**src/rtl/pausible_clk_gen.sv**
```systemverilog
module pausible_clk_gen #(
  parameter int HALF_CYCLES = 4,
  parameter int TIE_MODE    = 0
) (
  input  logic clk,
  input  logic rst_n,
  input  logic req_in,
  output logic ack_out,
  output logic lclk_out
);

  localparam int CW = (HALF_CYCLES > 1) ? $clog2(HALF_CYCLES) : 1;
  localparam logic [CW-1:0] LAST = CW'(HALF_CYCLES - 1);

  typedef enum logic [1:0] {S_HIGH, S_LOW, S_DECIDE, S_HOLD} st_t;

  st_t           st;
  logic [CW-1:0] cnt;
  logic          turn;
  logic          due;
  logic          nb_pref;
  logic          nb_take;
  logic          clk_grant;
  logic          nb_grant;

  assign due = (st == S_LOW) && (cnt == LAST);

  generate
    if (TIE_MODE == 1) begin : g_nb_first
      assign nb_pref = 1'b1;
    end else if (TIE_MODE == 2) begin : g_alternate
      assign nb_pref = turn;
    end else begin : g_clk_first
      assign nb_pref = 1'b0;
    end
  endgenerate

  assign nb_take   = nb_pref && req_in;
  assign clk_grant = (due && !req_in) || (st == S_DECIDE && !nb_take);
  assign nb_grant  = (st == S_LOW && !due && req_in) || (st == S_DECIDE && nb_take);

  always_ff @(posedge clk) begin
    if (!rst_n) begin
      st       <= S_LOW;
      cnt      <= '0;
      turn     <= 1'b0;
      ack_out  <= 1'b0;
      lclk_out <= 1'b0;
    end else begin
      case (st)
        S_HIGH: begin
          if (cnt == LAST) begin
            st       <= S_LOW;
            cnt      <= '0;
            lclk_out <= 1'b0;
          end else begin
            cnt <= cnt + CW'(1);
          end
        end
        S_LOW: begin
          if (nb_grant) begin
            st      <= S_HOLD;
            ack_out <= 1'b1;
          end else if (due && req_in) begin
            st <= S_DECIDE;
          end else if (clk_grant) begin
            st       <= S_HIGH;
            cnt      <= '0;
            lclk_out <= 1'b1;
          end else begin
            cnt <= cnt + CW'(1);
          end
        end
        S_DECIDE: begin
          turn <= ~turn;
          if (nb_grant) begin
            st      <= S_HOLD;
            ack_out <= 1'b1;
          end else begin
            st       <= S_HIGH;
            cnt      <= '0;
            lclk_out <= 1'b1;
          end
        end
        default: begin
          if (!req_in) begin
            st      <= S_LOW;
            cnt     <= '0;
            ack_out <= 1'b0;
          end
        end
      endcase
    end
  end

  assert_mutex_R9: assert property (@(posedge clk) disable iff (!rst_n)
    clk_grant |-> !ack_out);

  assert_no_edge_under_ack_R9: assert property (@(posedge clk) disable iff (!rst_n)
    $rose(lclk_out) |-> (!ack_out && !$past(ack_out)));

  assert_ack_held_R3: assert property (@(posedge clk) disable iff (!rst_n)
    (ack_out && req_in) |=> ack_out);

  assert_ack_release_R4: assert property (@(posedge clk) disable iff (!rst_n)
    $fell(ack_out) |-> !$past(req_in));

  assert_decide_gap_R5: assert property (@(posedge clk) disable iff (!rst_n)
    (due && req_in) |=> (!lclk_out && !ack_out));

endmodule

```
**config.mk**
```make
export PLATFORM = sky130hd
export DESIGN_NAME = pausible_clk_gen
export DESIGN_NICKNAME = d
export VERILOG_FILES = /design/src/rtl/pausible_clk_gen.sv
export SDC_FILE = /design/constraint.sdc
export NUM_CORES = 1
export LEC_CHECK = 0
export BUFFER_PORTS_ARGS = -buffer_cell sky130_fd_sc_hd__buf_2
export CAP_MARGIN = 10
export CORE_AREA = 5 5 42 44
export CTS_CLUSTER_DIAMETER = 40
export DETAILED_ROUTE_END_ITERATION = 12
export DIE_AREA = 0 0 47 49
export GPL_ROUTABILITY_DRIVEN = 1
export PLACE_DENSITY_LB_ADDON = 0.05
export RECOVER_POWER = 25
export SLEW_MARGIN = 20
export SYNTH_ARGS = -nofsm -noshare
export SYNTH_HDL_FRONTEND = slang
export SYNTH_SLANG_ARGS = --single-unit
```
**constraint.sdc**
```tcl
create_clock -name clk -period 2.15 [get_ports clk]
set_clock_uncertainty 0.2 [all_clocks]
set_input_delay 0.43 -clock clk [delete_from_list [all_inputs] [get_ports clk]]
set_output_delay 0.43 -clock clk [all_outputs]
set_load 0.02 [all_outputs]
```
==> reports/metrics.cfg <==
[run_status]
status = complete, no violations

[route]
vias = 408
wl_um = 967
vias_per_cell = 5.59
drt_iter0_markers = 15
drcViolationCount = 0
dr.pass1.iters = 4
wl_per_cell_um = 13.2
antenna_left = 0

[placed_design]
dpl_worst_slack_ns = 0.270
dpl_cell_area_sq_um = 498
globalplace.congestion = 0.782
dp_cells = 70
place_hpwl_um = 791
place.port_buffers = 4

[critical_path]
path_class = reg -> reg
critPathRequiredTime_ns = 2.08
worstPathArrival_ns = 1.82
endpoint_kind = flop
startpoint_type = flop
cp_max_fo = 5

[power_and_ir_drop]
leakagePower_nw = 0.233
power_density_nw_per_um2 = 1470
ir_drop_v = 0.000531

[final_layout]
drive_above_1_share_pct = 17.5
syn2layout_area_growth_pct = 13.1
stdcell_area_sq_um = 518
num-nets-final = 68
insertedDiodeCount = 0
layout.cells.non_filler = 73
utilization_pct = 37.0

[floorplanning]
core_sq_um = 1400
die_area_sq_um = 2300
ios = 5
die_h_um = 49
initial_core_util_pct = 32.7
die_width_um = 47
rows = 14

[clock_network]
cts_buffer_depth = 2
insertion_delay_ns = 0.25
ctsHoldBuffers = 0
clk_pin_slew_worst_paths_ns = 0.04
cts_sinks = 6
post-cts-setup-buffers = 0
cts_tree = built
cts.repair.resized = 0
cts_max_level = 1
root_buffer = clkbuf_4
numCtsBuffers = 3

[timing]
relSlewSlack_pct = 74.2
finalCritPeriodShare_pct = 87.6
setup_ws_ns = 0.266
drv_slew = 0
finalCriticalPeriod_ns = 1.88
finalSetupTns_ns = 0
setup_viol = 0
hold_violations = 0
worst_pin_slew_ns = 0.386
fmax_mhz = 531
rsz0062_at_grt = false

[grt]
grt_max_degree = 9
grt_pass1_vias = 398
grt_overflow = 0
grt_first_pass_wirelength_um = 1660
antenna_found_initial = 0
grtUsageTotal_pct = 9.94

[synth]
ys_seq_area_share_pct = 26.2
synth.cell_area_sq_um = 458
yosysWarnings = 0
synth.avg_cell_area_sq_um = 9.16
synth_cells = 50
yosysUniqueCellTypes = 27
synth_nets = 59
ys_seq_elements = 6

[min_path]
hp-class = in -> reg

[run]
drv_cap = 0

## synth_stat cells, drive strengths merged
cell type  number  area [sq um]
a211o           1          8.76
a211oi          2          27.5
a21bo           1          10.0
a21oi           5          25.0
a221oi          1          8.76
a311oi          1          8.76
and2            1          6.26
dfxtp           6           120
ha              6          75.1
inv             5          18.8
mux2i           1          10.0
nand2           2          7.51
nand2b          1          6.26
nand3           1          5.00
nor2            3          11.3
nor2b           3          23.8
nor3            1          5.00
nor4b           1          23.8
o211ai          1          7.51
o21ai           4          23.8
o22ai           1          6.26
o311a           1          10.0
o41ai           1          8.76
## power by group
part	internal, W	total, W	leakage [nW]	switching, W
logic	0.000204	0.000471	0.170	0.000267
registers	0.000154	0.000184	0.0494	0.0000299
clock network	0.0000634	0.000108	0.0138	0.0000449
total	0.000421	0.000763	0.233	0.000342
## final timing paths
path / from / endpoint / slack [ns] / cells after the start
hold reg to reg: ack_out$_SDFFE_PN0P_ / ack_out$_SDFFE_PN0P_ / 0.29 / 2
hold / removal: rst_n / st[0]$_SDFFE_PN1P_ / 0.22 / 2
setup reg to reg: st[0]$_SDFFE_PN1P_ / st[1]$_SDFFE_PN0P_ / 0.27 / 6
setup / recovery: st[0]$_SDFFE_PN1P_ / st[1]$_SDFFE_PN0P_ / 0.27 / 6
## layout by cell type, fill, tap and decap left out, types with 2 or more instances in the layout
| cell | netlist | final |
|---|---|---|
| clkbuf_4 | 0 | 3 |
| nand2_1 | 2 | 2 |
| nor2_1 | 3 | 3 |
| a21oi_1 | 5 | 5 |
| inv_1 | 5 | 5 |
| nor2b_2 | 2 | 2 |
| dfxtp_1 | 6 | 6 |
| clkbuf_1 | 0 | 2 |
| buf_2 | 0 | 2 |
| o21ai_0 | 2 | 2 |
| ha_1 | 6 | 6 |
## critical path, stage by stage (launching register included)
cell	delay (ns)
dfxtp_1	0.39
inv_1	0.08
ha_1	0.30
nor4b_4	0.43
a211oi_4	0.08
mux2i_1	0.13
and2_1	0.16
## routing by layer
layer | global-route usage (%) | share of wire [%]
met5 | 0 | 0
met4 | 5.99 | 1.3
met1 | 11.9 | 47
met3 | 3.69 | 5.4
met2 | 14.5 | 47
## state kept, by name (all words and copies together), names as in the netlist
signal and cells:
ack_out 1, cnt 2, lclk_out 1, st 2
## cell type report
class                   count  area, sq um
clock buffers               3         22.5
fillers                   156          883
inverters                   5         18.8
multi-input cells          39          319
flip-flops and latches      6          120
well taps                  16         20.0
repair buffers              4         17.5
## cell families after synthesis
family / Yosys count / synth area share [%]
fa+ha+maj: 6 / 16.4
buf+inv: 5 / 4.10
flops: 6 / 26.2
simple gates: 13 / 19.4
compound gates: 19 / 31.7
mux: 1 / 2.19
## per-stage QoR
| stage | hold WS (ns) | total power, W |
|---|---|---|
| final | 0.222 | 0.000763 |
| after global routing | 0.230 | 0.000828 |
| after CTS | 0.214 | 0.000769 |
| after detailed placement | 0.287 | 0.000659 |
| after global placement | 0.276 | 0.000653 |
| after floorplan | 0.242 | 0.000563 |
Power figures use the tool's default switching activity.
